**config.mk**
```make
export PLATFORM = sky130hd
export DESIGN_NAME = dvpe_irq_ctrl
export DESIGN_NICKNAME = d
export VERILOG_FILES = /design/src/rtl/dvpe_irq_pkg.sv /design/src/rtl/dvpe_irq_regs.sv /design/src/rtl/dvpe_irq_gate.sv /design/src/rtl/dvpe_irq_deliver.sv /design/src/rtl/dvpe_irq_ctrl.sv
export SDC_FILE = /design/constraint.sdc
export NUM_CORES = 1
export LEC_CHECK = 0
export BUFFER_PORTS_ARGS = -buffer_cell sky130_fd_sc_hd__buf_2
export CAP_MARGIN = 20
export CORE_ASPECT_RATIO = 1.2
export CORE_UTILIZATION = 51
export CTS_BUF_LIST = sky130_fd_sc_hd__clkbuf_8 sky130_fd_sc_hd__clkbuf_16
export CTS_CLUSTER_DIAMETER = 80
export DETAILED_ROUTE_END_ITERATION = 10
export GPL_ROUTABILITY_DRIVEN = 0
export GPL_TIMING_DRIVEN = 0
export PLACE_DENSITY = 0.88
export SLEW_MARGIN = 0
export SYNTH_ARGS = -nofsm -noshare
export SYNTH_HDL_FRONTEND = slang
export SYNTH_SLANG_ARGS = --single-unit
```
**constraint.sdc**
```tcl
create_clock -name clk -period 1.69 [get_ports clk]
set_input_delay 0.0845 -clock clk [delete_from_list [all_inputs] [get_ports clk]]
set_output_delay 0.0845 -clock clk [all_outputs]
set_load 0.01 [all_outputs]
```
**src/rtl/dvpe_irq_pkg.sv**
```systemverilog
package dvpe_irq_pkg;

    localparam int unsigned SRC_COUNT = 40;
    localparam int unsigned DATA_W    = 32;
    localparam int unsigned ADDR_W    = 8;
    localparam int unsigned LO_COUNT  = DATA_W;
    localparam int unsigned HI_COUNT  = SRC_COUNT - LO_COUNT;
    localparam int unsigned MAX_PAIRS = SRC_COUNT / 2;

    typedef logic [SRC_COUNT-1:0] src_vec_t;
    typedef logic [ADDR_W-1:0]    addr_t;
    typedef logic [DATA_W-1:0]    word_t;

    typedef enum logic [1:0] {
        ROLE_PLAIN,
        ROLE_PRIMARY,
        ROLE_SHADOW
    } role_e;

    typedef role_e       role_tab_t [SRC_COUNT];
    typedef int unsigned idx_tab_t  [SRC_COUNT];

    typedef enum logic [2:0] {
        SEL_NONE,
        SEL_MASK_LO,
        SEL_MASK_HI,
        SEL_PEND_LO,
        SEL_PEND_HI
    } reg_sel_e;

    localparam addr_t OFS_MASK_LO = 8'h04;
    localparam addr_t OFS_PEND_LO = 8'h08;
    localparam addr_t OFS_MASK_HI = 8'h50;
    localparam addr_t OFS_PEND_HI = 8'h54;

    typedef struct packed {
        logic vpe0;
        logic vpe1;
    } req_t;

    function automatic reg_sel_e decode_addr(input addr_t a);
        case (a)
            OFS_MASK_LO: return SEL_MASK_LO;
            OFS_MASK_HI: return SEL_MASK_HI;
            OFS_PEND_LO: return SEL_PEND_LO;
            OFS_PEND_HI: return SEL_PEND_HI;
            default:     return SEL_NONE;
        endcase
    endfunction

endpackage

```
**src/rtl/dvpe_irq_regs.sv**
```systemverilog
module dvpe_irq_regs
    import dvpe_irq_pkg::*;
(
    input  logic     clk,
    input  logic     rst,
    input  addr_t    reg_addr,
    input  logic     reg_wen,
    input  word_t    reg_wdata,
    input  src_vec_t pend,
    output src_vec_t mask,
    output word_t    reg_rdata
);

    logic [LO_COUNT-1:0] mask_lo_q;
    logic [HI_COUNT-1:0] mask_hi_q;
    word_t               rdata_q;
    word_t               rdata_d;
    reg_sel_e            sel;

    assign sel = decode_addr(reg_addr);

    always_ff @(posedge clk) begin
        if (rst) begin
            mask_lo_q <= '0;
            mask_hi_q <= '0;
        end else if (reg_wen) begin
            if (sel == SEL_MASK_LO) mask_lo_q <= reg_wdata[LO_COUNT-1:0];
            if (sel == SEL_MASK_HI) mask_hi_q <= reg_wdata[HI_COUNT-1:0];
        end
    end

    always_comb begin
        rdata_d = '0;
        case (sel)
            SEL_MASK_LO: rdata_d = mask_lo_q;
            SEL_MASK_HI: rdata_d[HI_COUNT-1:0] = mask_hi_q;
            SEL_PEND_LO: rdata_d = pend[LO_COUNT-1:0];
            SEL_PEND_HI: rdata_d[HI_COUNT-1:0] = pend[SRC_COUNT-1:LO_COUNT];
            default:     rdata_d = '0;
        endcase
    end

    always_ff @(posedge clk) begin
        if (rst) rdata_q <= '0;
        else     rdata_q <= rdata_d;
    end

    assign mask      = {mask_hi_q, mask_lo_q};
    assign reg_rdata = rdata_q;

endmodule

```
**src/rtl/dvpe_irq_gate.sv**
```systemverilog
module dvpe_irq_gate
    import dvpe_irq_pkg::*;
#(
    parameter role_tab_t ROLES   = '{default: ROLE_PLAIN},
    parameter idx_tab_t  PARTNER = '{default: 0},
    parameter src_vec_t  SHD_SET = '0
)(
    input  src_vec_t irq_in,
    input  src_vec_t mask,
    output src_vec_t pend_next
);

    // Shadow wires are deliberately left out of the gating.
    logic unused_shadow_wires;
    assign unused_shadow_wires = ^(irq_in & SHD_SET);

    for (genvar n = 0; n < SRC_COUNT; n++) begin : g_src
        if (ROLES[n] == ROLE_SHADOW) begin : g_shadow
            assign pend_next[n] = irq_in[PARTNER[n]] & mask[n];
        end else begin : g_direct
            assign pend_next[n] = irq_in[n] & mask[n];
        end
    end

endmodule

```
**src/rtl/dvpe_irq_deliver.sv**
```systemverilog
module dvpe_irq_deliver
    import dvpe_irq_pkg::*;
#(
    parameter src_vec_t TO_VPE0 = '0,
    parameter src_vec_t TO_VPE1 = '0
)(
    input  logic     clk,
    input  logic     rst,
    input  src_vec_t pend_next,
    output src_vec_t pend_q,
    output req_t     req_q
);

    always_ff @(posedge clk) begin
        if (rst) begin
            pend_q <= '0;
            req_q  <= '0;
        end else begin
            pend_q     <= pend_next;
            req_q.vpe0 <= |(pend_next & TO_VPE0);
            req_q.vpe1 <= |(pend_next & TO_VPE1);
        end
    end

endmodule

```
**src/rtl/dvpe_irq_ctrl.sv**
```systemverilog
module dvpe_irq_ctrl
    import dvpe_irq_pkg::*;
#(
    parameter int unsigned NUM_PAIRS = 2,
    parameter int unsigned PAIR_PRI [NUM_PAIRS] = '{8, 30},
    parameter int unsigned PAIR_SHD [NUM_PAIRS] = '{3, 29},
    parameter logic [39:0] ROUTE_VPE1 = 40'hC0_0001_0F00
)(
    input  logic        clk,
    input  logic        rst,
    input  logic [39:0] irq_in,
    input  logic [7:0]  reg_addr,
    input  logic        reg_wen,
    input  logic [31:0] reg_wdata,
    output logic [31:0] reg_rdata,
    output logic        irq_vpe0,
    output logic        irq_vpe1
);

    function automatic bit pairs_valid();
        src_vec_t seen;
        bit       ok;
        seen = '0;
        ok   = (NUM_PAIRS <= MAX_PAIRS);
        for (int p = 0; p < NUM_PAIRS; p++) begin
            if (PAIR_PRI[p] >= SRC_COUNT || PAIR_SHD[p] >= SRC_COUNT ||
                PAIR_PRI[p] == PAIR_SHD[p]) begin
                ok = 1'b0;
            end else begin
                if (seen[PAIR_PRI[p]] || seen[PAIR_SHD[p]]) ok = 1'b0;
                seen[PAIR_PRI[p]] = 1'b1;
                seen[PAIR_SHD[p]] = 1'b1;
            end
        end
        return ok;
    endfunction

    function automatic role_tab_t build_roles();
        role_tab_t r;
        for (int n = 0; n < SRC_COUNT; n++) r[n] = ROLE_PLAIN;
        for (int p = 0; p < NUM_PAIRS; p++) begin
            if (PAIR_PRI[p] < SRC_COUNT && PAIR_SHD[p] < SRC_COUNT) begin
                r[PAIR_PRI[p]] = ROLE_PRIMARY;
                r[PAIR_SHD[p]] = ROLE_SHADOW;
            end
        end
        return r;
    endfunction

    function automatic idx_tab_t build_partner();
        idx_tab_t t;
        for (int n = 0; n < SRC_COUNT; n++) t[n] = n;
        for (int p = 0; p < NUM_PAIRS; p++) begin
            if (PAIR_PRI[p] < SRC_COUNT && PAIR_SHD[p] < SRC_COUNT)
                t[PAIR_SHD[p]] = PAIR_PRI[p];
        end
        return t;
    endfunction

    function automatic src_vec_t role_set(input role_e which);
        role_tab_t r;
        src_vec_t  v;
        r = build_roles();
        for (int n = 0; n < SRC_COUNT; n++) v[n] = (r[n] == which);
        return v;
    endfunction

    localparam role_tab_t ROLES       = build_roles();
    localparam idx_tab_t  PARTNER     = build_partner();
    localparam src_vec_t  SHADOW_SET  = role_set(ROLE_SHADOW);
    localparam src_vec_t  PRIMARY_SET = role_set(ROLE_PRIMARY);
    localparam src_vec_t  PLAIN_SET   = role_set(ROLE_PLAIN);
    localparam src_vec_t  TO_VPE0     = PRIMARY_SET | (PLAIN_SET & ~ROUTE_VPE1);
    localparam src_vec_t  TO_VPE1     = SHADOW_SET  | (PLAIN_SET &  ROUTE_VPE1);

    if (!pairs_valid()) begin : g_bad_pairs
        $error("dvpe_irq_ctrl: shadow pairing parameters are inconsistent");
    end

    src_vec_t mask_vec;
    src_vec_t pend_next;
    src_vec_t pend_q;
    req_t     req_q;

    dvpe_irq_regs u_regs (
        .clk       (clk),
        .rst       (rst),
        .reg_addr  (reg_addr),
        .reg_wen   (reg_wen),
        .reg_wdata (reg_wdata),
        .pend      (pend_q),
        .mask      (mask_vec),
        .reg_rdata (reg_rdata)
    );

    dvpe_irq_gate #(
        .ROLES   (ROLES),
        .PARTNER (PARTNER),
        .SHD_SET (SHADOW_SET)
    ) u_gate (
        .irq_in    (irq_in),
        .mask      (mask_vec),
        .pend_next (pend_next)
    );

    dvpe_irq_deliver #(
        .TO_VPE0 (TO_VPE0),
        .TO_VPE1 (TO_VPE1)
    ) u_deliver (
        .clk       (clk),
        .rst       (rst),
        .pend_next (pend_next),
        .pend_q    (pend_q),
        .req_q     (req_q)
    );

    assign irq_vpe0 = req_q.vpe0;
    assign irq_vpe1 = req_q.vpe1;

endmodule

```
Word level (Yosys, flattened, before mapping):

Cells that the tools add are included.

* bitwise operators: 40
* equal/unequal tests: 8
* muxes and demuxes: 3
* reduce and logical (&&, ||, !) cells: 4

Operators by type and width (number)
* $pmux 24 s2: 1
* $and 1x1->1: 40
* $pmux 8 s4: 1
* $reduce_or 32->1: 1
* $eq 8x7->1 const B: 2
* $pmux 3 s4: 1
* $eq 8x3->1 const B: 1
* $eq 8x4->1 const B: 1
* $reduce_or 8->1: 1
* $eq 3x2->1 const B: 2
* $reduce_and 2->1: 2
* $eq 3x1->1 const B: 1
* $eq 3x3->1 const B: 1

* bits in registers: 114
* bits of input ports: 83

Depth between registers and ports, before layout:

Gate-level depths: netlist (run 1).

* depth after elaboration: 4
* depth in mapped cells: 7

Modules after synthesis:

Synthesis (run 1) repeated with hierarchy kept, for this count alone.

* cell total of the unflattened synthesis: 446
* area total of the unflattened synthesis: 4339.2 µm²

Modules (own cells, without submodules)
* dvpe_irq_regs: seq. area each 1441.4 µm², cells an instance 306, times used 1, area each 2882.8 µm²
* dvpe_irq_deliver: seq. area each 840.8 µm², cells an instance 100, times used 1, area each 1206.2 µm²
* dvpe_irq_gate: seq. area each 0.0 µm², cells an instance 40, times used 1, area each 250.2 µm²

Worst setup path after synthesis (run 1):

OpenSTA, ideal clock, no wires.

* kind: input-to-reg
* start: input port reg_addr[5]
* end: register u_regs.rdata_q[6], in the netlist u_regs.reg_rdata[6]
* data arrival time: 1.161 ns
* library setup time: 0.124 ns
* cell stages on the path: 7
* slack: 0.405 ns
* cells stage by stage: and4bb_1 > buf_2 > and3b_1 > clkbuf_2 > buf_4 > a222oi_1 > nor2_1

* longest elaborated chain between the ends: 4

RTL lines
* start: declaration: RTL line dvpe_irq_ctrl.sv:12 `input logic [7:0] reg_addr,`
* $eq 8x7->1, or another cell as far along: RTL line dvpe_irq_pkg.sv:42 `case (a)`
* $pmux 3 s4 (*): RTL line dvpe_irq_pkg.sv:42
* $eq 3x3->1, or another cell as far along: RTL line dvpe_irq_regs.sv:34 `case (sel)`
* $pmux 8 s4 (*): RTL line dvpe_irq_regs.sv:34
* end signal: assignment: RTL line dvpe_irq_regs.sv:45 `else rdata_q <= rdata_d;`
* end: declaration: RTL line dvpe_irq_regs.sv:16 `word_t rdata_q;`

Mark *: on every way between the ends. The rest lies on a longest branch, timed or not.
A chain may end at the register's enable or synchronous reset.

Final worst setup path (run 1):

* start: input port reg_addr[3]
* end: register u_regs.mask_lo_q[29]

* longest elaborated chain between the ends: 4

RTL lines
* $eq 8x7->1, or another cell as far along: RTL line dvpe_irq_pkg.sv:42
* $pmux 3 s4 (*): RTL line dvpe_irq_pkg.sv:42
* $eq 3x1->1 (*): RTL line dvpe_irq_regs.sv:27 `if (sel == SEL_MASK_LO) mask_lo_q <= reg_wdata[LO_COUNT-1:0];`
* $reduce_and 2->1 (no source line) (*)
* end signal: assignment: RTL line dvpe_irq_regs.sv:27
* end: declaration: RTL line dvpe_irq_regs.sv:14 `logic [LO_COUNT-1:0] mask_lo_q;`

Marked as above.

==> results of run 1 <==
[cell usage in the layout, fill, tap and decap left out]
cell type      count
a22oi_1           26
and3_1             1
clkbuf_16         16
a21oi_1           41
or4b_1             1
bufinv_16          4
and3b_1            5
nor2_1            69
buf_6              3
a211oi_1           1
inv_6              2
dfxtp_1          114
clkinvlp_4         4
a41oi_1            1
a22o_1             8
inv_1              1
dlygate4sd3_1     70
nor4_1             2
nor4b_1            1
clkbuf_1          18
and4bb_1           1
nand4b_1           1
buf_4              2
nand2_1          108
clkbuf_2           1
and2_1             1
nor4_4             1
buf_2            122
nor3_1             1
a21boi_0           1
clkinv_4           4
and4_1             2
nand4_1            7
clkbuf_8           2
a222oi_1           8
nand3_1           10
[power by group through the flow]
| stage | clock, mW | combinational (mW) | sequential, mW |
|---|---|---|---|
| finish | 3.79 | 0.335 | 2.69 |
| global route | 3.88 | 0.355 | 2.69 |
| CTS | 3.74 | 0.321 | 2.69 |
| detailed placement | 0 | 0.194 | 2.75 |
| global placement | 0 | 0.191 | 2.75 |
| floorplan | 0 | 0.0579 | 2.75 |
[stage by stage]
step / total power [mW] / cells / setup TNS [ns]
final: 6.81 / 750 / 0
after CTS: 6.75 / 750 / 0
after floorplan: 2.81 / 445 / 0
after detailed placement: 2.94 / 648 / -2.24
after global routing: 6.93 / 750 / 0
after global placement: 2.94 / 648 / -1.14
[metal layers]
layer | track usage | vias up | share of wire
met3 | 0.136 | 105 | 0.10
li1 | - | 1928 | -
met4 | 0.250 | 0 | 0.065
met2 | 0.583 | 395 | 0.49
met1 | 0.399 | 1991 | 0.35
met5 | 0 | - | 0
[repair_timing]
item                                    CTS  global route
resized for setup                         0             0
hold buffers                             70             0
endpoints found under the hold margin    81             0
endpoints found under the setup margin    0             0
[final timing paths]
kind	startpoint	slack (ns)	endpoint
setup / recovery	reg_addr[3]	0.22	u_regs.mask_lo_q[29]
hold / removal	reg_wen	0.13	u_regs.mask_lo_q[31]
setup reg to reg	u_regs.mask_lo_q[30]	0.39	u_deliver.req_q[1]
hold reg to reg	u_deliver.pend_q[20]	0.48	u_regs.reg_rdata[20]
[cells in the mapped netlist, types with 2 or more instances]
| cell type | instances | share of area |
|---|---|---|
| a222oi_1 | 8 | 0.020 |
| buf_4 | 2 | 0.0038 |
| nor4_1 | 2 | 0.0032 |
| nor2_1 | 69 | 0.066 |
| and4_1 | 2 | 0.0044 |
| a22o_1 | 8 | 0.018 |
| nand3_1 | 10 | 0.013 |
| nand4_1 | 7 | 0.011 |
| a21oi_1 | 41 | 0.052 |
| a22oi_1 | 26 | 0.050 |
| and3b_1 | 5 | 0.011 |
| nand2_1 | 108 | 0.10 |
| clkbuf_1 | 18 | 0.017 |
| buf_2 | 9 | 0.011 |
| buf_6 | 3 | 0.0086 |
| dfxtp_1 | 114 | 0.58 |
[critical path: cells and delay by family]
| kind | cells | cell delay (ns) |
|---|---|---|
| buffers and inverters | 3 | 0.81 |
| AO/OA/AOI/OAI | 1 | 0.10 |
| AND/OR/NAND/NOR | 3 | 0.85 |
[area by class of cell]
class / instances / area share
sequential: 114 / 0.384
multi-input combinational: 297 / 0.250
timing repair buffer: 183 / 0.213
buffer: 33 / 0.0280
clock inverter: 14 / 0.0341
inverter: 1 / 0.000631
tap: 90 / 0.0189
clock buffer: 18 / 0.0720
[logic make-up after synthesis]
group / after synthesis / share of synthesized area
buffers and inverters: 34 / 0.0432
and+or+nand+nor: 211 / 0.231
AOI/OAI and AO/OA: 86 / 0.146
DFF: 114 / 0.580
[state kept, by name (all words and copies together) (netlist names)]
signal	flops
u_deliver.pend_q	40
u_deliver.req_q	2
u_regs.mask_hi_q	8
u_regs.mask_lo_q	32
u_regs.reg_rdata	32
==> results.yml, run 1 <==
cells_and_area:
  fin_nets: 730
  fin_util: 0.808
  seqCellArea_um2: 2280
  n_fill_cell: 401
  synthToLayoutAreaGrowth_pct: 51.0
  diodes: 0
  multi_input_area_um2: 1490
  drive_gt1_frac: 0.244
  post-route-cell-area_um2: 5950
synth:
  syn_avg_cell_area_um2: 8.85
  synth_edf_count: 0
  synthFlopType: "dfxtp_1"
  synthArstFlopShare: 0
  ys_seq_elements: 114
  yosysWarnings: 0
  syn_nets: 528
  synthDistinctLibCells: 29
  syn-cell-area_um2: 3940
  syn_inst: 445
  ys_seq_area_frac: 0.580
global_route:
  grt_max_degree: 17
  overflow: 0
  grt_pass1_vias: 4400
  grt_usage: 0.368
  grt_pass1_wl_um: 21700
  antenna_found_initial: 0
power:
  ir_worst_vdd_mv: 1.29
  p_clk_frac: 0.556
  seqPwrFrac: 0.395
  power_density_nw_per_um2: 1150
  swShare: 0.218
  internal-power_mw: 5.33
  comb_power_share: 0.049
  leakage_nw: 2.49
  p_switching_mw: 1.49
place:
  dpl_worst_slack_ns: -0.101
  placed_cell_area_um2: 4620
  io_buffer_count: 113
  hpwl_um: 7940
sta:
  fin_crit_ns: 1.47
  hold_viol: 0
  hold_ws_ns: 0.126
  skew_ns: 0.00728
  max_slew.worst_pin.slew_ns: 0.659
  rsz0062_at_grt: "false"
  setup_slack_ns: 0.219
  timing.fmax_ghz: 0.680
  slew_headroom: 0.561
  drv_slew: 0
  setup_violations: 0
  period_share: 0.870
detailed_routing:
  drtPass1Iterations: 6
  vias_per_cell: 5.89
  drc: 0
  routedWlPerCell_um: 18.9
  routed_wl_um: 14200
  via_count: 4419
  drt_iter0_markers: 525
  drtAntennaViolNets: 0
status:
  status: "finished clean"
floorplanning:
  initial_utilization: 0.535
  coreArea_um2: 7360
  die-height_um: 98.3
  row_count: 34
  pin_count: 117
  die-area_um2: 8080
  die_w_um: 82.2
critical_path:
  worstRegToRegCells: 4
  cp-end-kind: "flip-flop"
  cp-start-kind: "input port"
  critical_path_class: "in -> reg"
  crit_fanout: 10
  crit_required_ns: 2.07
  max_stage_delay_ns: 0.39
  arrival_ns: 1.85
  cp_slowest_cell: "nor4b_1"
  crit_top_cell: "buf_2"
  crit_chain: "buf_2, nor4b_1, buf_2, nand3_1, clkbuf_1, nand2_1, a21oi_1"
clock_tree:
  clk_pin_slew_ns: 0.06
  root_buffer: "clkbuf_8"
  cts_sinks: 114
  cts_max_path_buffers: 2
  clkLatencyLatePin_ns: 0.53
  cts_made_buffers: 17
  post_cts_buffers: 0
  htree_num_levels: 4
  cts_tree: "built"
job:
  maxCapViolCount: 0
min_path:
  min_path_cells: 5
  min_path_type: "in -> reg"
No activity file was read; power rests on OpenSTA's default activity.
==> run 2, diff against run 1 <==
Settings changed: CORE_ASPECT_RATIO 1.2 to 1.1.
Clock period 1.69 ns to 1.5 ns, I/O delays scaled along.
==> run 2 against run 1 <==
Sequential power is 13% higher. Clock-buffer cell count up 1. Die area about the same. Largest cell class unchanged. Cell count rose by 2.0%. Register-to-register slack got worse by 0.16 ns. Clock power is 16% higher. First-iteration DRC count down 22%.
==> results.yml, run 2 (synthesis results as in run 1) <==
status:
  status: "finished clean"
cells_and_area:
  synthToLayoutAreaGrowth_pct: 52.1
  instances_no_fill: 765
  max_flop_register: "u_deliver.pend_q"
  drive_gt1_frac: 0.245
  post-route-cell-area_um2: 5990
  diodes: 0
  largest_register_ffs: 40
  final_cell_mix: "buf_2, dfxtp_1, nand2_1, dlygate4sd3_1, nor2_1"
  final_common_cell: "buf_2"
  fin_nets: 730
power:
  p_switching_mw: 1.62
  internal-power_mw: 6.19
  swShare: 0.207
  seqPwrFrac: 0.388
  comb_power_share: 0.049
  design_power_total_mw: 7.81
  power_density_nw_per_um2: 1300
  p_clk_frac: 0.563
  leakage_nw: 2.51
  ir_worst_vdd_mv: 0.953
job:
  maxCapViolCount: 0
place:
  dpl_worst_slack_ns: -0.295
  placed_cell_area_um2: 4630
  io_buffer_count: 113
  place_inst: 663
  hpwl_um: 7670
global_route:
  grt_pass1_vias: 4380
  overflow: 0
  grt_max_degree: 17
  grt_pass1_wl_um: 21100
  antenna_found_initial: 0
  grt_usage: 0.355
critical_path:
  crit_required_ns: 1.88
  cp-start-kind: "input port"
  critical_path_class: "in -> reg"
  cp-end-kind: "flip-flop"
  arrival_ns: 1.76
  crit_fanout: 10
sta:
  rsz0062_at_grt: "false"
  timing.fmax_ghz: 0.726
  setup_slack_ns: 0.123
  hold_viol: 0
  drv_slew: 0
  skew_ns: 0.00641
  slew_headroom: 0.549
  fin_crit_ns: 1.38
  setup_violations: 0
  max_slew.worst_pin.slew_ns: 0.677
  period_share: 0.918
clock_tree:
  htree_num_levels: 4
  cts_max_path_buffers: 2
  clkLatencyLatePin_ns: 0.53
  cts_made_buffers: 17
  clk_pin_slew_ns: 0.05
  root_buffer: "clkbuf_8"
  cts_tree: "built"
  cts_sinks: 114
detailed_routing:
  drt_iter0_markers: 410
  vias_per_cell: 5.65
  routed_wl_um: 13900
  via_count: 4326
  routedWlPerCell_um: 18.2
  drc: 0
  drtAntennaViolNets: 0
  drtPass1Iterations: 6
floorplanning:
  die-height_um: 94.2
  die-area_um2: 8080
  die_w_um: 85.8
  initial_utilization: 0.527
  pin_count: 117
  row_count: 33
  coreArea_um2: 7470
min_path:
  min_path_type: "in -> reg"
[run 2: changes by cell type in the layout (fill, tap and decap cells not counted), sizes merged]
cell    previous run  this run
buf              127       128
bufinv             4         5
inv                3         1
[run 2: area by class of cell]
cell class | count | area, µm²
Sequential cell | 114 | 2280
Clock inverter | 13 | 208
Inverter | 1 | 3.75
Tap cell | 105 | 131
Buffer | 33 | 166
Clock buffer | 19 | 442
Timing Repair Buffer | 183 | 1270
Fill cell | 430 | 1480
Multi-Input combinational cell | 297 | 1490
[run 2: power by group through the flow]
stage                     clock network (mW)  logic [mW]  registers (mW)
final                                   4.40       0.379            3.03
after global routing                    4.53       0.400            3.03
after CTS                               4.37       0.358            3.03
after detailed placement                   0       0.217            3.10
after global placement                     0       0.214            3.10
after floorplan                            0      0.0652            3.10
[run 2: what timing repair did]
item                       CTS  global route
hold buffers                70             0
gates resized for setup      0             2
setup endpoints to repair    0            25
buffers inserted             0             0
hold endpoints to repair    82             0
[run 2: final timing paths]
path,cells after the start,endpoint,slack [ns],startpoint
setup / recovery,7,u_regs.mask_lo_q[30],0.12,reg_addr[6]
setup reg to reg,4,u_deliver.req_q[1],0.23,u_regs.mask_lo_q[30]
hold / removal,4,u_regs.mask_hi_q[6],0.13,reg_wen
hold reg to reg,2,u_regs.mask_lo_q[1],0.48,u_regs.mask_lo_q[1]
[run 2: worst max-delay path: stages]
cell,delay (ns)
buf_2,0.12
nor4_4,0.35
buf_2,0.31
nand3_1,0.25
clkbuf_1,0.35
nand2_1,0.21
a21oi_1,0.10
[run 2: stage by stage]
step / hold WS (ns) / util / TNS [ns]
after floorplan: 0.210 / - / 0
after global placement: 0.323 / 0.620 / -8.20
after detailed placement: 0.321 / 0.620 / -12.56
after CTS: 0.124 / 0.801 / 0
after global routing: 0.149 / 0.802 / 0
final: 0.128 / 0.802 / 0
[run 2: routing by layer]
metal	track usage	vias to the layer above	routed length, µm
met2	0.607	330	6870
met1	0.370	1979	4960
met5	0	-	0
met3	0.101	93	1280
met4	0.264	0	823
li1	-	1924	-
==> run 3, diff against run 2 <==
Settings changed: PLACE_DENSITY 0.88 to 0.83.
==> run 3 against run 2 <==
Sequential share of layout area is 0.52 points higher. Worst hold slack worse by 0.013 ns. Combinational power hardly changed. Die area stayed put. Largest power group unchanged. Highest routed layer unchanged.
==> results.yml, run 3 (synthesis results as in run 1) <==
min_path:
  min_path_type: "in -> reg"
critical_path:
  crit_fanout: 4
  max_stage_delay_ns: 0.34
  crit_buf_inv: 0
  cp_top_family: "simple AND/OR/NAND/NOR gates"
  arrival_ns: 1.72
  crit_chain: "a22oi_1, nand3_1, nor4_1, a21oi_1"
  cp-end-kind: "flip-flop"
  crit_required_ns: 1.88
  cp-start-kind: "flip-flop"
  critical_path_class: "reg -> reg"
  cp_slowest_cell: "dfxtp_1"
cells_and_area:
  multi_input_area_um2: 1490
  final_cell_mix: "buf_2, dfxtp_1, nand2_1, dlygate4sd3_1, nor2_1"
  max_flop_register: "u_deliver.pend_q"
  instances_no_fill: 764
  fin_nets: 730
  fin_util: 0.791
  drive_gt1_frac: 0.243
  synthToLayoutAreaGrowth_pct: 50.1
  largest_register_ffs: 40
  final_common_cell: "buf_2"
  seqCellArea_um2: 2280
  diodes: 0
  n_fill_cell: 458
sta:
  skew_ns: 0.00805
  rsz0062_at_grt: "false"
  timing.fmax_ghz: 0.746
  period_share: 0.894
  fin_crit_ns: 1.34
  slew_headroom: 0.582
  setup_violations: 0
  setup_slack_ns: 0.159
  max_slew.worst_pin.slew_ns: 0.626
  hold_viol: 0
  drv_slew: 0
  finalSetupTns_ns: 0
global_route:
  grt_usage: 0.337
  grt_pass1_wl_um: 20100
  grt_max_degree: 17
  antenna_found_initial: 0
  overflow: 0
  grt_pass1_vias: 4105
place:
  hpwl_um: 7750
  place_inst: 663
  dpl_worst_slack_ns: -0.308
  io_buffer_count: 113
detailed_routing:
  drt_iter0_markers: 419
  drc: 0
  drtAntennaViolNets: 0
  via_count: 4285
  routed_wl_um: 13500
  routedWlPerCell_um: 17.7
  vias_per_cell: 5.61
  drtPass1Iterations: 5
clock_tree:
  clk_pin_slew_ns: 0.06
  clkLatencyLatePin_ns: 0.52
  htree_num_levels: 4
  cts_tree: "built"
  root_buffer: "clkbuf_8"
  cts_sinks: 114
  cts_made_buffers: 17
  cts_max_path_buffers: 2
  post_cts_buffers: 0
floorplanning:
  initial_utilization: 0.527
  die_w_um: 85.8
  row_count: 33
  coreArea_um2: 7470
  die-height_um: 94.2
  die-area_um2: 8080
  pin_count: 117
power:
  leakage_nw: 2.48
  ir_worst_vdd_mv: 0.946
  design_power_total_mw: 7.25
  power_density_nw_per_um2: 1230
job:
  maxCapViolCount: 0
status:
  status: "finished clean"
run 3: cell count changes in the layout (fill, tap and decap cells not counted), sizes merged:
cell      before  now
bufinv         5    2
clkbuf        37   39
clkinv         4    6
clkinvlp       4    2
buf          128  127
inv            1    2
run 3: repair_timing:
item | in CTS | in global routing
hold buffers | 70 | 0
hold endpoints to repair | 82 | 0
resized for setup | 0 | 1
setup endpoints to repair | 0 | 20
run 3: worst paths after layout:
kind                          endpoint  cells after the start                 start  slack, ns
hold reg to reg   u_regs.reg_rdata[19]                      2  u_deliver.pend_q[19]       0.47
setup reg to reg    u_deliver.req_q[1]                      4  u_regs.mask_lo_q[30]       0.16
setup / recovery    u_deliver.req_q[1]                      4  u_regs.mask_lo_q[30]       0.16
hold / removal    u_regs.mask_lo_q[31]                      5               reg_wen       0.12
run 3: worst min-delay path: stages:
cell and delay [ns]:
buf_2 0.11, and3_1 0.13, buf_4 0.16, nand2_1 0.06, a21oi_1 0.05
run 3: power by group:
| group | leakage, nW | switching [mW] | internal, mW |
|---|---|---|---|
| logic | 1.28 | 0.166 | 0.213 |
| clock network | 0.283 | 1.37 | 2.46 |
| registers | 0.918 | 0.00154 | 3.03 |
| total | 2.48 | 1.54 | 5.71 |
run 3: per-layer routing:
| metal | vias to the layer above | GRT usage | share of wire |
|---|---|---|---|
| li1 | 1923 | - | - |
| met1 | 1980 | 0.368 | 0.36 |
| met2 | 307 | 0.578 | 0.50 |
| met3 | 75 | 0.0808 | 0.088 |
| met4 | 0 | 0.231 | 0.053 |
| met5 | - | 0 | 0 |
run 3: layout make-up:
| cell class | count | share of cell area |
|---|---|---|
| clock buffers | 20 | 0.0771 |
| clock inverters | 11 | 0.0191 |
| flip-flops and latches | 114 | 0.386 |
| inverters | 1 | 0.000635 |
| repair buffers | 183 | 0.214 |
| multi-input cells | 297 | 0.252 |
| well taps | 105 | 0.0222 |
| plain buffers | 33 | 0.0282 |
run 3: stage by stage:
stage	hold slack, ns	cell area, µm²
floorplan	0.210	3940
global placement	0.320	4630
detailed placement	0.323	4630
CTS	0.104	5900
global route	0.121	5910
finish	0.115	5910
